===== config.mk =====
export PLATFORM = sky130hd
export DESIGN_NAME = lpm_sequencer
export DESIGN_NICKNAME = d
export VERILOG_FILES = /design/src/rtl/lpm_pkg.sv /design/src/rtl/lpm_sync.sv /design/src/rtl/lpm_wake.sv /design/src/rtl/lpm_fsm.sv /design/src/rtl/lpm_sequencer.sv
export SDC_FILE = /design/constraint.sdc
export NUM_CORES = 1
export LEC_CHECK = 0
export ABC_AREA = 1
export BUFFER_PORTS_ARGS = -buffer_cell sky130_fd_sc_hd__clkbuf_2
export CAP_MARGIN = 20
export CORE_MARGIN = 1
export CORE_UTILIZATION = 40
export DETAILED_ROUTE_END_ITERATION = 10
export HOLD_SLACK_MARGIN = 0.06
export PLACE_DENSITY = 0.63
export SYNTH_ARGS = -nofsm -noshare
export SYNTH_HDL_FRONTEND = slang
export SYNTH_SLANG_ARGS = --single-unit
export TNS_END_PERCENT = 100

===== constraint.sdc =====
create_clock -name clk -period 1 [get_ports clk]
set_input_delay 0.15 -clock clk [delete_from_list [all_inputs] [get_ports clk]]
set_output_delay 0.15 -clock clk [all_outputs]
set_load 0.03 [all_outputs]

===== src/rtl/lpm_pkg.sv =====
package lpm_pkg;

    localparam int NUM_WAKE = 3;
    localparam int WK_ALARM = 0;
    localparam int WK_OSCF  = 1;
    localparam int WK_PORT  = 2;

    typedef enum logic [1:0] {
        MODE_NORMAL = 2'd0,
        MODE_ENTER  = 2'd1,
        MODE_LOWPWR = 2'd2,
        MODE_WAKE   = 2'd3
    } lpm_mode_e;

    typedef enum logic [1:0] {
        CAUSE_HOST  = 2'd0,
        CAUSE_ALARM = 2'd1,
        CAUSE_OSCF  = 2'd2,
        CAUSE_PORT  = 2'd3
    } lpm_cause_e;

    // Control register layout: bit0 display enable ... bit3 RTC off
    typedef struct packed {
        logic rtc_off;
        logic clk_byp;
        logic port_wake_en;
        logic disp_en;
    } lpm_ctl_t;

    function automatic lpm_cause_e pick_cause(input logic [NUM_WAKE-1:0] ev);
        if (ev[WK_ALARM])     return CAUSE_ALARM;
        else if (ev[WK_OSCF]) return CAUSE_OSCF;
        else if (ev[WK_PORT]) return CAUSE_PORT;
        else                  return CAUSE_HOST;
    endfunction

endpackage


===== src/rtl/lpm_sync.sv =====
module lpm_sync #(
    parameter int               WIDTH   = 1,
    parameter int               STAGES  = 2,
    parameter logic [WIDTH-1:0] RST_VAL = '0
) (
    input  logic             clk,
    input  logic             rst,
    input  logic [WIDTH-1:0] d,
    output logic [WIDTH-1:0] q
);
    logic [WIDTH-1:0] stg [STAGES];

    always_ff @(posedge clk) begin
        if (rst) begin
            for (int i = 0; i < STAGES; i++) stg[i] <= RST_VAL;
        end else begin
            stg[0] <= d;
            for (int i = 1; i < STAGES; i++) stg[i] <= stg[i-1];
        end
    end

    assign q = stg[STAGES-1];
endmodule


===== src/rtl/lpm_wake.sv =====
module lpm_wake
    import lpm_pkg::*;
(
    input  logic                clk,
    input  logic                rst,
    input  logic [NUM_WAKE-1:0] ev_s,
    input  logic                rtc_off,
    input  logic                port_en,
    input  logic                in_lp,
    input  logic                clr,
    output logic [NUM_WAKE-1:0] pend_en
);
    logic [NUM_WAKE-1:0] pend;
    logic [NUM_WAKE-1:0] en;
    logic                pm_armed;

    // port-match permission is frozen at the moment low power is entered
    always_ff @(posedge clk) begin
        if (rst)         pm_armed <= 1'b0;
        else if (!in_lp) pm_armed <= port_en;
    end

    always_comb begin
        en           = '0;
        en[WK_ALARM] = !rtc_off;
        en[WK_OSCF]  = !rtc_off;
        en[WK_PORT]  = in_lp ? pm_armed : port_en;
    end

    for (genvar g = 0; g < NUM_WAKE; g++) begin : g_latch
        always_ff @(posedge clk) begin
            if (rst)      pend[g] <= 1'b0;
            else if (clr) pend[g] <= ev_s[g] & en[g];
            else          pend[g] <= pend[g] | (ev_s[g] & en[g]);
        end
    end

    assign pend_en = pend & en;

    AST_RTC_OFF_MASK: assert property (@(posedge clk) disable iff (rst)
        ($past(rtc_off) && !$past(pend[WK_ALARM])) |-> !pend[WK_ALARM]);

    AST_PORT_FROZEN: assert property (@(posedge clk) disable iff (rst)
        (in_lp && $past(in_lp) && !$past(pm_armed) && !$past(pend[WK_PORT]))
        |-> !pend[WK_PORT]);
endmodule


===== src/rtl/lpm_fsm.sv =====
module lpm_fsm
    import lpm_pkg::*;
(
    input  logic                clk,
    input  logic                rst,
    input  logic                hs_s,
    input  logic                arm_wr,
    input  logic [NUM_WAKE-1:0] pend_en,
    input  logic                irq_clr,
    output lpm_mode_e           mode,
    output lpm_cause_e          cause,
    output logic                rc_flag,
    output logic                consume,
    output logic                main_pwr_en,
    output logic                port_rst
);
    lpm_mode_e state, nxt;
    logic      armed_ok;
    logic      pend_any;

    assign pend_any = |pend_en;

    always_comb begin
        nxt = state;
        case (state)
            MODE_NORMAL: if (!hs_s) nxt = MODE_ENTER;
            MODE_ENTER:  if (hs_s)  nxt = (armed_ok && !pend_any && !rc_flag)
                                          ? MODE_LOWPWR : MODE_NORMAL;
            MODE_LOWPWR: if (pend_any || !hs_s) nxt = MODE_WAKE;
            default:     nxt = MODE_NORMAL;
        endcase
    end

    always_ff @(posedge clk) begin
        if (rst) begin
            state    <= MODE_NORMAL;
            armed_ok <= 1'b0;
            cause    <= CAUSE_HOST;
            rc_flag  <= 1'b0;
        end else begin
            state    <= nxt;
            armed_ok <= (state == MODE_ENTER) && (armed_ok || arm_wr);
            if (state == MODE_WAKE) cause <= pick_cause(pend_en);
            if (state == MODE_WAKE) rc_flag <= 1'b1;
            else if (irq_clr)       rc_flag <= 1'b0;
        end
    end

    assign mode        = state;
    assign consume     = (state == MODE_WAKE);
    assign port_rst    = (state == MODE_WAKE);
    assign main_pwr_en = (state != MODE_LOWPWR);

    AST_ENTRY_PATH: assert property (@(posedge clk) disable iff (rst)
        (state == MODE_LOWPWR && $past(state) != MODE_LOWPWR)
        |-> ($past(state) == MODE_ENTER && $past(armed_ok)));

    AST_NO_ENTRY_PENDING: assert property (@(posedge clk) disable iff (rst)
        (state == MODE_ENTER && pend_any) |=> state != MODE_LOWPWR);

    AST_STAY_ASLEEP: assert property (@(posedge clk) disable iff (rst)
        (state == MODE_LOWPWR && !pend_any && hs_s) |=> state == MODE_LOWPWR);

    AST_HOST_WAKE: assert property (@(posedge clk) disable iff (rst)
        (state == MODE_LOWPWR && !hs_s) |=> state == MODE_WAKE);

    AST_WAKE_SETS_FLAG: assert property (@(posedge clk) disable iff (rst)
        (state == MODE_WAKE) |=> rc_flag);
endmodule


===== src/rtl/lpm_sequencer.sv =====
module lpm_sequencer
    import lpm_pkg::*;
#(
    parameter int SYNC_STAGES = 2
) (
    input  logic       clk,
    input  logic       rst,
    input  logic       hs_pin,
    input  logic       ctl_we,
    input  logic [3:0] ctl_wdata,
    input  logic       irq_clr,
    input  logic       wake_alarm,
    input  logic       wake_oscfail,
    input  logic       wake_port,
    output logic       main_pwr_en,
    output logic       refresh_en,
    output logic       lf_clk_sel,
    output logic       port_cfg_rst,
    output logic       irq,
    output logic [1:0] stat_mode,
    output logic [1:0] stat_cause
);
    lpm_ctl_t            ctl_q;
    logic                hs_s;
    logic [NUM_WAKE-1:0] ev_raw, ev_s, pend_en;
    lpm_mode_e           mode;
    lpm_cause_e          cause;
    logic                rc_flag, consume;

    always_ff @(posedge clk) begin
        if (rst)         ctl_q <= '0;
        else if (ctl_we) ctl_q <= lpm_ctl_t'(ctl_wdata);
    end

    assign ev_raw = {wake_port, wake_oscfail, wake_alarm};

    lpm_sync #(.WIDTH(1), .STAGES(SYNC_STAGES), .RST_VAL(1'b1)) u_hs_sync (
        .clk(clk), .rst(rst), .d(hs_pin), .q(hs_s)
    );

    lpm_sync #(.WIDTH(NUM_WAKE), .STAGES(SYNC_STAGES), .RST_VAL('0)) u_ev_sync (
        .clk(clk), .rst(rst), .d(ev_raw), .q(ev_s)
    );

    lpm_wake u_wake (
        .clk(clk), .rst(rst), .ev_s(ev_s),
        .rtc_off(ctl_q.rtc_off), .port_en(ctl_q.port_wake_en),
        .in_lp(mode == MODE_LOWPWR), .clr(irq_clr | consume),
        .pend_en(pend_en)
    );

    lpm_fsm u_fsm (
        .clk(clk), .rst(rst), .hs_s(hs_s),
        .arm_wr(ctl_we & ctl_wdata[0]),
        .pend_en(pend_en), .irq_clr(irq_clr),
        .mode(mode), .cause(cause), .rc_flag(rc_flag), .consume(consume),
        .main_pwr_en(main_pwr_en), .port_rst(port_cfg_rst)
    );

    assign irq        = rc_flag | (|pend_en);
    assign refresh_en = ctl_q.disp_en;
    assign lf_clk_sel = ctl_q.clk_byp;
    assign stat_mode  = mode;
    assign stat_cause = cause;

    AST_PORT_RST_ONESHOT: assert property (@(posedge clk) disable iff (rst)
        port_cfg_rst |=> !port_cfg_rst);

    AST_FLAG_HELD: assert property (@(posedge clk) disable iff (rst)
        (rc_flag && !irq_clr) |=> rc_flag);
endmodule


-- Word level (Yosys, flattened, before mapping)
Memory sizes are Yosys's and may differ from the RTL's.
Cells that the tools add are included.
W data, S select, Z words.
- flip-flop bits (word level): 14
- memory bits (writable): 8
- input bits: 12
- memories: 2
- eq/ne operators: 7
- muxes and demuxes: 21
- bitwise gates (word level): 14
- reduce and logical (&&, ||, !) cells: 13
- memories (name ; depth ; width ; read ports ; clocked after memory_dff ; write ports ; line ; text):
    u_ev_sync.stg ; 2 ; 3 ; 2 ; 0 ; 2 ; lpm_sync.sv:11 ; logic [WIDTH-1:0] stg [STAGES];
    u_hs_sync.stg ; 2 ; 1 ; 2 ; 0 ; 2 ; lpm_sync.sv:11 ;
- operator list (kind ; count):
    $mux W2 ; 7
    $mux W1 ; 11
    $or A1 B1 Y1 ; 9
    $mux W3 ; 2
    $pmux W2 S3 ; 1
    $and A1 B1 Y1 ; 4
    $eq A2 B2 Y1 const B ; 2
    $logic_not A1 Y1 ; 4
    $ne A2 B1 Y1 const B ; 2
    $ne A2 B2 Y1 const B ; 2
    $and A3 B3 Y3 ; 1
    $logic_and A1 B1 Y1 ; 3
    $reduce_and A3 Y1 ; 1
    $reduce_or A3 Y1 ; 1
    $eq A2 B1 Y1 const B ; 1
    $logic_not A2 Y1 ; 1
    $logic_or A1 B1 Y1 ; 2
    $reduce_bool A2 Y1 ; 1

-- Depth between registers and ports, before layout
- depth after elaboration: 10
- gate-level depth with buffers: 7
- mapped depth without buffers: 7

-- Hierarchy
Synthesis repeated with hierarchy kept, for this count alone.
- cells, all modules: 122
- area total of the unflattened synthesis: 892.1 µm²
- modules (own cells, without submodules) (module ; times used ; cells an instance ; area an instance (µm²) ; seq. area each (µm²)):
    lpm_fsm ; 1 ; 41 ; 287.8 ; 120.1
    lpm_sync (u_ev_sync) ; 1 ; 21 ; 187.7 ; 120.1
    lpm_wake ; 1 ; 28 ; 185.2 ; 80.1
    lpm_sequencer ; 1 ; 25 ; 172.7 ; 80.1
    lpm_sync (u_hs_sync) ; 1 ; 7 ; 58.8 ; 40.0

-- Least setup slack after synthesis
OpenSTA, ideal clock, no wires.
- path type: register to output
- from: register u_fsm.state[1], in the netlist u_fsm.mode[1]
- to: output irq
- arrival: 1.268 ns
- required time: 0.850 ns
- setup slack: -0.418 ns
- stages on the path, launching flop included: 5
- buffers on the path: 0
- cell sequence: dfxtp_1 -> nand2_2 -> nand2_2 -> nand3_2 -> nand3_1
- word-level cells in the longest chain between the ends: 5
- RTL lines (what ; line ; text):
    start: declaration ; lpm_fsm.sv:17 ; lpm_mode_e state, nxt;
    start signal: assignment ; lpm_fsm.sv:41 ; state <= nxt;
    $eq A2 B2 Y1 ; lpm_sequencer.sv:48 ; .in_lp(mode == MODE_LOWPWR), .clr(irq_clr | consume),
    $mux W1 ; lpm_wake.sv:27 ; en[WK_PORT] = in_lp ? pm_armed : port_en;
    $and A3 B3 Y3 ; lpm_wake.sv:38 ; assign pend_en = pend & en;
    $reduce_or A3 Y1 ; lpm_sequencer.sv:60 ; assign irq = rc_flag | (|pend_en);
    $or A1 B1 Y1 ; lpm_sequencer.sv:60 ;
    end: declaration ; lpm_sequencer.sv:19 ; output logic irq,
Every way passes these cells.

-- Worst setup path after layout
Ends and elaborated chain as after synthesis.

==> impl_metrics.tcl <==
set metrics [dict create \
    status "complete, but fails checks" \
    violations "setup timing" \
    yosys_warnings 0 \
    dp_slack_ns -0.0410 \
    final_cell_mix "18 x inv_1, 18 x dfxtp_1, 16 x nand2_1" \
    fp.coreArea_um2 1800 \
    startpoint "u_fsm.mode[1]$_SDFFE_PP0P_" \
    cts-root-buf "clkbuf_4" \
    die_h_um 46.8 \
    critPathMaxFanout 6 \
    antenna_found_initial 0 \
    clock_latency_ns 0.31 \
    irDropWorstVdd_mv 0.805 \
    post-route-min-period_ns 1.31 \
    row_count 15 \
    routedWlPerCell_um 10.3 \
    syn_area_um2 803 \
    drt.antenna.violating_nets 0 \
    setup_violations 10 \
    maxCapViolCount 0 \
    grt_pass1_vias 643 \
    nets 154 \
    netlist-cell-type-count 15 \
    crit_required_ns 0.85 \
    rsz0062_at_grt "yes" \
    drive_gt1_share_pct 37.6 \
    cp_top_family "flip-flops" \
    hold_viol_final 0 \
    grt_max_degree 13 \
    r2r_start "u_fsm.mode[0]$_SDFFE_PP0P_" \
    period_share_pct 131 \
    endpoint "irq" \
    cts_buffers 3 \
    dpl_cell_area_um2 986 \
    path_buf_inv 1 \
    max_freq_mhz 766 \
    num_antenna_cells 0 \
    slowest_stage "dfxtp_4" \
    cts_tree "done" \
    dr_total_vias 731 \
    vias_per_cell 4.40 \
    synth_seq_area_share_pct 54.8 \
    hpwlAfterDp_mm 1.07 \
    postSynthAreaPerCell_um2 7.72 \
    grt_pass1_wl_mm 2.54 \
    initial_utilization_pct 44.6 \
    crit_path_end_kind "primary output" \
    power.density_nw_per_um2 1250 \
    cts.sinks 22 \
    setup_tns_ns -1.51 \
    r2r.worst_path.cells 7 \
    fin_util_pct 67.1 \
    place.gp.congestion 0.807 \
    die_w_um 46.8 \
    crit_type "reg2out" \
    gr-total-overflow 0 \
    io_buffers 20 \
    clkTransAtPathRegs_ns 0.13 \
    h-tree-depth 1 \
    leakage_nw 0.551 \
    drcViolationCount 0 \
    relSlewSlack_pct 82.1 \
    cts_buffer_depth 2 \
    wirelength_mm 1.71 \
    syn_nets 116 \
    worstPathCellList "nand3_4 > nand3_4 > nand3_2 > buf_8" \
    gr-usage-all-layers_pct 16.8 \
    cp_data_arrival_time_ns 1.16 \
    drv_slew 0 \
    cp_num_cells 4 \
    die_area_um2 2190 \
    ioPinCount 21 \
    design_area_um2 1210 \
    postSynthCellCount 104 \
    critPathLaunchType "register" \
    worst_r2r_endpoint "u_fsm.cause[0]$_SDFFE_PP0P_" \
    r2r_slack_ns -0.17 \
    slowest_delay_ns 0.44 \
    crit_top_cell "nand3_4" \
    area_growth_pct 50.5 \
    drtIter0Drc 10 \
    yosys_register_bits 22 \
    drtPass1Iterations 4 \
    worst_pin_slew_ns 0.269 \
    totalPowerFinal_mw 1.51 \
    finClkSkew_ns 0.0146 \
    timing.final.ws_setup_ns -0.305 \
    hp-class "in2reg" \
]
-- registers in the layout (all words and copies together), names as in the netlist --
name,cells
u_hs_sync.stg,2
u_fsm.armed_ok,1
lf_clk_sel,1
u_wake.pend,3
refresh_en,1
u_fsm.rc_flag,1
u_wake.pm_armed,1
u_fsm.mode,2
ctl_q,2
u_fsm.cause,2
u_ev_sync.stg,6
-- metal layers --
layer	global-route usage [%]	vias up	part of all wire [%]
li1	-	395	-
met1	20.6	316	45
met2	29.4	18	51
met3	2.31	2	2.3
met4	6.86	0	1.2
met5	0	-	0
-- cell type report --
class,instances,area [um^2]
inverter,20,77.6
timing repair buffer,34,283
clock buffer,4,26.3
multi-input combinational,61,340
tap,25,31.3
fill,174,593
sequential,22,450
-- report_power, final --
group          total (mW)  internal [mW]  leakage, nW  switching (mW)
combinational       0.174         0.0833        0.353          0.0910
sequential          0.920          0.905        0.183          0.0155
clock               0.420          0.156       0.0150           0.264
total                1.51           1.14        0.551           0.371
-- through the flow --
step           instances  hold WS, ns
2_1_floorplan        104        0.228
3_3_place_gp         153        0.332
3_5_place_dp         153        0.334
4_1_cts              165       0.0800
5_1_grt              166       0.0820
6_report             166       0.0751
-- repair_timing --
item                                   4_1_cts  5_1_grt
hold buffers                                 6        0
pin swaps                                    1        3
endpoints found under the hold margin        6        0
gates cloned                                 0        0
resized for setup                           21       16
setup endpoints to repair                   15       15
buffers inserted                             2        1
-- cell usage after synthesis (all sizes together) --
library cell   n  area [um^2]
nand3          6         35.0
o21ai          6         30.0
a211oi         1         7.51
inv           20         75.1
dfxtp         22          440
or2            3         18.8
clkbuf         1         3.75
a21oi         10         53.8
nand2         20         80.1
nor2          14         52.6
nand4          1         6.26
-- worst reg2reg max path, cell delays in order (launching register included) --
cell and delay [ns]:
dfxtp_4 0.38, inv_4 0.08, nand2_4 0.05, nand2_4 0.07, nand3_4 0.06, buf_4 0.14
or2_1 0.21, a21oi_2 0.11
-- kinds of logic after synthesis --
family / Yosys count / synth area share, %
AND/OR/NAND/NOR: 44 / 24.0
flip-flops: 22 / 54.8
buffers and inverters: 21 / 9.81
AO/OA/AOI/OAI: 17 / 11.4
-- how the worst min path moves through the flow --
stage / from / end / slack, ns / depth (start not counted)
after floorplan: rst / u_fsm.armed_ok$_SDFF_PP0_ / 0.23 / 1
after global placement: hs_pin / u_hs_sync.stg[0][0]$_SDFF_PP1_ / 0.33 / 2
after detailed placement: hs_pin / u_hs_sync.stg[0][0]$_SDFF_PP1_ / 0.33 / 2
after CTS: ctl_wdata[0] / u_fsm.armed_ok$_SDFF_PP0_ / 0.08 / 3
after global routing: ctl_wdata[0] / u_fsm.armed_ok$_SDFF_PP0_ / 0.08 / 3
final: ctl_wdata[0] / refresh_en$_SDFFE_PP0P_ / 0.08 / 3
Note: power is estimated with default switching activity, not from simulation.
